$ cat src/rtl/otg_evt_pkg.sv
// Package: shared bit positions, widths and types for the OTG event register.
// Assumes: status bit order is fixed by software decoding and must not move.
package otg_evt_pkg;

    localparam int REG_W = 16;
    localparam int EV_W  = 11;
    localparam int CHG_W = 7;

    localparam int B_TMR  = 10;
    localparam int B_SE0  = 9;
    localparam int B_SRP  = 8;
    localparam int B_RSM  = 7;
    localparam int B_SUSP = 6;

    localparam logic ADDR_STATUS = 1'b0;
    localparam logic ADDR_ENABLE = 1'b1;

    // Synchronised line-state and pulse bundle.
    typedef struct packed {
        logic j;
        logic k;
        logic se0;
        logic vbus;
        logic dline;
    } line_t;

    localparam int LINE_W = $bits(line_t);

endpackage

$ cat src/rtl/otg_evt_sync.sv
// Module: two-flop synchroniser for a vector of independent asynchronous bits.
// Assumes: each bit is a slow level; bits are not sampled coherently.
module otg_evt_sync #(
    parameter int W = 1
) (
    input  logic         clk,
    input  logic         rst_n,
    input  logic [W-1:0] din,
    output logic [W-1:0] dout
);

    logic [W-1:0] meta_q;
    logic [W-1:0] sync_q;

    // Two-stage capture into the local clock domain.
    always_ff @(posedge clk) begin
        if (!rst_n) begin
            meta_q <= '0;
            sync_q <= '0;
        end else begin
            meta_q <= din;
            sync_q <= meta_q;
        end
    end

    assign dout = sync_q;

endmodule

$ cat src/rtl/otg_evt_se0_timer.sv
// Module: SE0 duration qualifier. Counts consecutive cycles of SE0 and
// fires once when the count reaches LIMIT; any non-SE0 cycle restarts it.
// Assumes: se0 is already synchronous; the counter saturates at LIMIT so
// a long SE0 period yields a single fire.
module otg_evt_se0_timer #(
    parameter int unsigned LIMIT = 96000
) (
    input  logic clk,
    input  logic rst_n,
    input  logic se0,
    output logic fire
);

    localparam int unsigned CW = $clog2(LIMIT + 1);
    localparam logic [CW-1:0] CNT_MAX  = CW'(LIMIT);
    localparam logic [CW-1:0] CNT_LAST = CW'(LIMIT - 1);

    logic [CW-1:0] cnt_q;

    // Saturating run-length counter of SE0 cycles.
    always_ff @(posedge clk) begin
        if (!rst_n) begin
            cnt_q <= '0;
        end else if (!se0) begin
            cnt_q <= '0;
        end else if (cnt_q != CNT_MAX) begin
            cnt_q <= cnt_q + 1'b1;
        end
    end

    assign fire = se0 && (cnt_q == CNT_LAST);

endmodule

$ cat src/rtl/otg_evt_chg_det.sv
// Module: level-change detector. Each bit flags a change against its
// one-cycle delayed copy; bits marked in RISE_ONLY flag only a 0-to-1 edge.
// Assumes: inputs are synchronous; the first cycle after reset is masked
// so reset-time levels do not produce events.
module otg_evt_chg_det #(
    parameter int W = 7,
    parameter logic [W-1:0] RISE_ONLY = '0
) (
    input  logic         clk,
    input  logic         rst_n,
    input  logic [W-1:0] lvl,
    output logic [W-1:0] evt
);

    logic [W-1:0] lvl_q;
    logic         primed_q;

    // Delayed copy of the levels plus an armed flag after reset.
    always_ff @(posedge clk) begin
        if (!rst_n) begin
            lvl_q    <= '0;
            primed_q <= 1'b0;
        end else begin
            lvl_q    <= lvl;
            primed_q <= 1'b1;
        end
    end

    for (genvar i = 0; i < W; i++) begin : g_bit
        if (RISE_ONLY[i]) begin : g_rise
            assign evt[i] = primed_q & lvl[i] & ~lvl_q[i];
        end else begin : g_any
            assign evt[i] = primed_q & (lvl[i] ^ lvl_q[i]);
        end
    end

endmodule

$ cat src/rtl/otg_evt_qual.sv
// Module: event qualifiers. Turns synchronised line activity and the
// synchronous status inputs into one-cycle event pulses, one per status bit.
// Assumes: ln is synchronised; suspended, timer_expired, srp_sel_dline and
// chg_lvl are synchronous to clk.
module otg_evt_qual
    import otg_evt_pkg::*;
#(
    parameter int unsigned SE0_CYCLES = 96000
) (
    input  logic             clk,
    input  logic             rst_n,
    input  line_t            ln,
    input  logic             srp_sel_dline,
    input  logic             suspended,
    input  logic             timer_expired,
    input  logic [CHG_W-2:0] chg_lvl,
    output logic [EV_W-1:0]  ev
);

    localparam logic [CHG_W-1:0] RISE_MASK = CHG_W'(1) << (CHG_W - 1);

    logic             se0_fire;
    logic             was_j_q;
    logic             vbus_q;
    logic             dline_q;
    logic             srp_evt;
    logic             rsm_evt;
    logic [CHG_W-1:0] chg_evt;

    otg_evt_se0_timer #(
        .LIMIT (SE0_CYCLES)
    ) u_se0 (
        .clk   (clk),
        .rst_n (rst_n),
        .se0   (ln.se0),
        .fire  (se0_fire)
    );

    otg_evt_chg_det #(
        .W         (CHG_W),
        .RISE_ONLY (RISE_MASK)
    ) u_chg (
        .clk   (clk),
        .rst_n (rst_n),
        .lvl   ({suspended, chg_lvl}),
        .evt   (chg_evt)
    );

    // History of the J state and of both pulse sources for edge detection.
    always_ff @(posedge clk) begin
        if (!rst_n) begin
            was_j_q <= 1'b0;
            vbus_q  <= 1'b0;
            dline_q <= 1'b0;
        end else begin
            was_j_q <= ln.j & ~ln.k;
            vbus_q  <= ln.vbus;
            dline_q <= ln.dline;
        end
    end

    // Session request from the selected pulse source, resume from J to K in suspend.
    always_comb begin
        srp_evt = srp_sel_dline ? (ln.dline & ~dline_q) : (ln.vbus & ~vbus_q);
        rsm_evt = suspended & was_j_q & ln.k & ~ln.j;
    end

    // Collect every event pulse in status bit order.
    always_comb begin
        ev              = '0;
        ev[CHG_W-1:0]   = chg_evt;
        ev[B_RSM]       = rsm_evt;
        ev[B_SRP]       = srp_evt;
        ev[B_SE0]       = se0_fire;
        ev[B_TMR]       = timer_expired;
    end

endmodule

$ cat src/rtl/otg_evt_regs.sv
// Module: sticky status word with write-1-to-clear and an enable word.
// Assumes: an event in the same cycle as a clear of that bit wins; the
// upper status bits beyond EV_W are reserved and tied to zero.
module otg_evt_regs
    import otg_evt_pkg::*;
(
    input  logic             clk,
    input  logic             rst_n,
    input  logic [EV_W-1:0]  ev,
    input  logic             bus_wr,
    input  logic             bus_addr,
    input  logic [REG_W-1:0] bus_wdata,
    output logic [REG_W-1:0] status,
    output logic [REG_W-1:0] enable
);

    logic [EV_W-1:0]  st_q;
    logic [EV_W-1:0]  clr;
    logic [REG_W-1:0] en_q;

    // Clear mask from a status write.
    always_comb begin
        clr = (bus_wr && (bus_addr == ADDR_STATUS)) ? bus_wdata[EV_W-1:0] : '0;
    end

    // Sticky status update; set has priority over clear.
    always_ff @(posedge clk) begin
        if (!rst_n) begin
            st_q <= '0;
        end else begin
            st_q <= (st_q & ~clr) | ev;
        end
    end

    // Enable word write.
    always_ff @(posedge clk) begin
        if (!rst_n) begin
            en_q <= '0;
        end else if (bus_wr && (bus_addr == ADDR_ENABLE)) begin
            en_q <= bus_wdata;
        end
    end

    assign status = {{(REG_W - EV_W){1'b0}}, st_q};
    assign enable = en_q;

endmodule

$ cat src/rtl/otg_evt_irq.sv
// Module: top of the OTG event interrupt register. Synchronises line
// inputs, qualifies events, holds status and enable, drives the interrupt.
// Assumes: CLK_KHZ is the clock frequency in kHz; SE0 qualification is
// 2 ms of that clock.
module otg_evt_irq
    import otg_evt_pkg::*;
#(
    parameter int unsigned CLK_KHZ = 48000
) (
    input  logic             clk,
    input  logic             rst_n,
    input  logic             line_j,
    input  logic             line_k,
    input  logic             line_se0,
    input  logic             vbus_pulse,
    input  logic             dline_pulse,
    input  logic             srp_sel_dline,
    input  logic             suspended,
    input  logic             timer_expired,
    input  logic             rmt_conn,
    input  logic             b_sess_vld,
    input  logic             a_sess_vld,
    input  logic             b_sess_end,
    input  logic             a_vbus_vld,
    input  logic             id_lvl,
    input  logic             bus_wr,
    input  logic             bus_addr,
    input  logic [REG_W-1:0] bus_wdata,
    output logic [REG_W-1:0] bus_rdata,
    output logic             irq
);

    localparam int unsigned SE0_CYCLES = CLK_KHZ * 2;

    line_t            ln_raw;
    line_t            ln_sync;
    logic [EV_W-1:0]  ev;
    logic [REG_W-1:0] status_w;
    logic [REG_W-1:0] enable_w;

    assign ln_raw = '{j: line_j, k: line_k, se0: line_se0,
                      vbus: vbus_pulse, dline: dline_pulse};

    otg_evt_sync #(
        .W (LINE_W)
    ) u_sync (
        .clk   (clk),
        .rst_n (rst_n),
        .din   (ln_raw),
        .dout  (ln_sync)
    );

    otg_evt_qual #(
        .SE0_CYCLES (SE0_CYCLES)
    ) u_qual (
        .clk           (clk),
        .rst_n         (rst_n),
        .ln            (ln_sync),
        .srp_sel_dline (srp_sel_dline),
        .suspended     (suspended),
        .timer_expired (timer_expired),
        .chg_lvl       ({rmt_conn, b_sess_vld, a_sess_vld,
                         b_sess_end, a_vbus_vld, id_lvl}),
        .ev            (ev)
    );

    otg_evt_regs u_regs (
        .clk       (clk),
        .rst_n     (rst_n),
        .ev        (ev),
        .bus_wr    (bus_wr),
        .bus_addr  (bus_addr),
        .bus_wdata (bus_wdata),
        .status    (status_w),
        .enable    (enable_w)
    );

    // Read mux and combined interrupt.
    always_comb begin
        bus_rdata = (bus_addr == ADDR_ENABLE) ? enable_w : status_w;
        irq       = |(status_w & enable_w);
    end

endmodule

$ cat config.mk
export PLATFORM = sky130hd
export DESIGN_NAME = otg_evt_irq
export DESIGN_NICKNAME = d
export VERILOG_FILES = /design/src/rtl/otg_evt_pkg.sv /design/src/rtl/otg_evt_sync.sv /design/src/rtl/otg_evt_se0_timer.sv /design/src/rtl/otg_evt_chg_det.sv /design/src/rtl/otg_evt_qual.sv /design/src/rtl/otg_evt_regs.sv /design/src/rtl/otg_evt_irq.sv
export SDC_FILE = /design/constraint.sdc
export NUM_CORES = 1
export LEC_CHECK = 0
export ABC_CLOCK_PERIOD_IN_PS = 3800
export BUFFER_PORTS_ARGS = -buffer_cell sky130_fd_sc_hd__buf_2
export CORE_AREA = 2 2 57 100
export DETAILED_ROUTE_END_ITERATION = 6
export DIE_AREA = 0 0 59 102
export MAX_ROUTING_LAYER = met4
export PLACE_DENSITY = 0.77
export SETUP_SLACK_MARGIN = 0.2
export SYNTH_ARGS = -nofsm -noshare
export SYNTH_HDL_FRONTEND = slang
export SYNTH_SLANG_ARGS = --single-unit
$ cat constraint.sdc
create_clock -name clk -period 3.8 [get_ports clk]
set_input_delay 0.19 -clock clk [delete_from_list [all_inputs] [get_ports clk]]
set_output_delay 0.19 -clock clk [all_outputs]
set_load 0.01 [all_outputs]
==> out/metrics.cfg <==
[run_status]
status=finished, final reports clean

[floorplanning]
fp.dieH_um=102
die_area_mm2=0.00602
dieWidth_um=59
io_pins=51
core-area_mm2=0.00517
num_rows=35
initial_core_util_pct=53.8

[cts]
cts_made_buffers=9
cts_root_buf=clkbuf_8
postCtsSetupRepairBufs=0
cts.path.max_buffers=2
cts.sinks=65
clk_pin_slew_ns=0.08
tritoncts=done
hold_buffers=0
cts_resized=0
htreeDepth=3
clk_latency_ns=0.34

[critical_path]
r2r_setup_slack_ns=2.15
cp.arrival_ns=1.91
cp.required_ns=4.06
endpoint_kind=register
criticalPathCategory=register to register
ff2ff_path_depth=3
path_buf_inv=0
critical-path-slowest-cell=or4_1
reg2reg_to=u_qual.u_se0.cnt_q[12]$_SDFFE_PN0P_
reg2reg_from=u_qual.u_se0.cnt_q[2]$_SDFFE_PN0P_
critical-path-max-stage-delay_ns=0.60
crit_path_max_fanout=19
worstPathCellList=nand4_2 > or4_1 > a21oi_1
crit_path_start_kind=register
crit_family=simple AND/OR/NAND/NOR gates

[final_layout]
area_growth_pct=18.2
nFillCells=464
n_antenna_cell=0
layout.nets=387
final_layout_size_suffix_gt1_share_pct=22.8
ff_latch_area_mm2=0.00130
multi_input_area_mm2=0.00137

[power_and_ir_drop]
power_leakage_uw=0.00131
vdd_drop_max_mv=0.405
powerDensity_mw_per_mm2=470
total_power_uw=1540

[sta]
final-setup-viol-count=0
max_slew_margin_pct=53.9
worst_slew_pin_slew_ns=0.692
finalCritPeriodShare_pct=43.5
final.min_clock_period_ns=1.65
skew_ns=0.00891
layout_setup_ws_ns=2.15
holdWs_ns=0.0517
rsz0062_at_grt=no
hold_viol_final=0
fmax_ghz=0.605
drv_slew=0
tns_ns=0

[route]
dr.pass1.iters=4
met2WireLength_um=3250
via_per_inst=5.63
wl_met3_um=221
wl_met1_um=2290
ant_nets=0
vias=2312
drt-total-wl_um=5920
wl_per_cell_um=14.4
drc=0
highest_layer=met4
drtIter0Drc=106

[global_route]
grt_overflow=0
antenna_found_initial=0
grt_pass1_wl_um=9870
grt_pass1_vias=2145
grt_usage_pct=22.6
grt_max_degree=52

[placement]
dp_slack_ns=2.16
numPortBuffers=50
place_hpwl_um=4260
routabilityCongestion=0.848

[logic_synthesis]
ys_ff_latch=65
syn_inst=304
synth-warning-count=0
syn_area_per_cell_um2=9.14
yosys.cell_types.count=40
syn-cell-area_mm2=0.00278
synth.yosys.seq_area_share_pct=46.8
synth_fp_nets=340

[run]
drv_cap=0

[worst_hold_path]
hold_depth=2
min_to=u_sync.meta_q[3]$_SDFF_PN0_
min-delay-start=line_k
hold_path.class=input port to register

==> cell type report <==
type	count	area share, %
clock inverters	7	3.81
flip-flops and latches	65	39.6
inverters	12	1.37
multi-input cells	213	41.7
repair buffers	50	7.62
clock buffers	9	3.77
well taps	55	2.10
==> worst max-delay path by stage <==
stage                                                  start                             endpoint  slack [ns]  depth (start not counted)
after global routing      u_qual.u_se0.cnt_q[2]$_SDFFE_PN0P_  u_qual.u_se0.cnt_q[12]$_SDFFE_PN0P_        1.97                          3
after CTS                 u_qual.u_se0.cnt_q[2]$_SDFFE_PN0P_  u_qual.u_se0.cnt_q[12]$_SDFFE_PN0P_        2.15                          3
after detailed placement  u_qual.u_se0.cnt_q[2]$_SDFFE_PN0P_  u_qual.u_se0.cnt_q[12]$_SDFFE_PN0P_        2.16                          3
after global placement    u_qual.u_se0.cnt_q[2]$_SDFFE_PN0P_  u_qual.u_se0.cnt_q[11]$_SDFFE_PN0P_        2.26                          3
final                     u_qual.u_se0.cnt_q[2]$_SDFFE_PN0P_  u_qual.u_se0.cnt_q[12]$_SDFFE_PN0P_        2.15                          3
after floorplan           u_qual.u_se0.cnt_q[6]$_SDFFE_PN0P_   u_qual.u_se0.cnt_q[0]$_SDFFE_PN0P_        2.36                          4
==> cells by family after synthesis <==
group / synth area share [%]
AND/OR/NAND/NOR: 24.5
AO/OA/AOI/OAI: 14.7
flip-flops: 46.8
adder cells (fa/ha/maj): 0.901
XOR/XNOR: 2.52
buffers and inverters: 3.87
multiplexers: 6.62
==> flip-flops by register name, summed over array words and instances, names as in the netlist <==
register	flops
u_qual.dline_q	1
u_qual.u_chg.lvl_q	7
u_qual.u_chg.primed_q	1
u_qual.u_se0.cnt_q	17
u_qual.vbus_q	1
u_qual.was_j_q	1
u_regs.enable	16
u_regs.st_q	11
u_sync.dout	5
u_sync.meta_q	5
==> routing by layer <==
layer / up-vias / global-route usage (%)
li1: 1152 / -
met1: 1088 / 23.6
met2: 60 / 37.9
met3: 12 / 5.32
met4: 0 / 12.8
met5: - / -
==> power breakdown <==
group	switching, uW	leakage [uW]	total [uW]	internal [uW]
sequential	15.7	0.000532	723	707
combinational	52.7	0.000658	103	50.2
clock	277	0.000124	719	442
total	345	0.00131	1540	1200
==> placed cells by master (no fill, tap or decap), types with 3 or more instances in the layout <==
cell type  Yosys  layout
and2_1        26      26
mux2i_1        6       6
a21oi_1        9       9
nand2_1       56      56
clkbuf_8       0       9
xor2_1         8       8
or3_1          3       3
or4_1          4       4
nor4_1         5       5
bufinv_16      0       3
nor2_1         3       3
a21boi_0      24      24
nand2b_1       4       4
mux2_2        11      11
nand4_1        4       4
o31ai_1        4       4
o21ai_0       11      11
buf_2          2      50
inv_1         12      12
dfxtp_1       65      65
nand3_1       11      11
==> synthesized netlist by cell type, drive strengths merged <==
| master | instances | area share (%) |
|---|---|---|
| a21boi | 25 | 6.8 |
| a21oi | 9 | 1.6 |
| a221oi | 2 | 0.63 |
| a222oi | 1 | 0.36 |
| a22o | 2 | 0.63 |
| a32o | 1 | 0.36 |
| a41o | 1 | 0.36 |
| and2 | 26 | 5.9 |
| and3b | 1 | 0.32 |
| buf | 3 | 0.77 |
| clkbuf | 11 | 1.5 |
| dfxtp | 65 | 47 |
| ha | 2 | 0.90 |
| inv | 12 | 1.6 |
| mux2 | 11 | 4.5 |
| mux2i | 6 | 2.2 |
| nand2 | 56 | 7.6 |
| nand2b | 4 | 0.90 |
| nand3 | 11 | 2.0 |
| nand4 | 5 | 1.4 |
| nand4b | 1 | 0.32 |
| nand4bb | 2 | 0.81 |
| nor2 | 3 | 0.41 |
| nor2b | 2 | 0.45 |
| nor3b | 1 | 0.27 |
| nor4 | 6 | 1.9 |
| o21a | 1 | 0.27 |
| o21ai | 11 | 2.0 |
| o31a | 1 | 0.32 |
| o31ai | 4 | 1.1 |
| o32ai | 1 | 0.32 |
| or3 | 4 | 0.95 |
| or4 | 5 | 1.5 |
| xor2 | 8 | 2.5 |
==> through the flow <==
stage,instance area [um2],utilization (%),cells
CTS,3280,63.5,411
floorplan,2780,-,304
detailed placement,3030,58.7,395
global route,3280,63.5,411
finish,3280,63.5,411
global placement,3030,58.7,395
No activity file was read; power rests on OpenSTA's default activity.
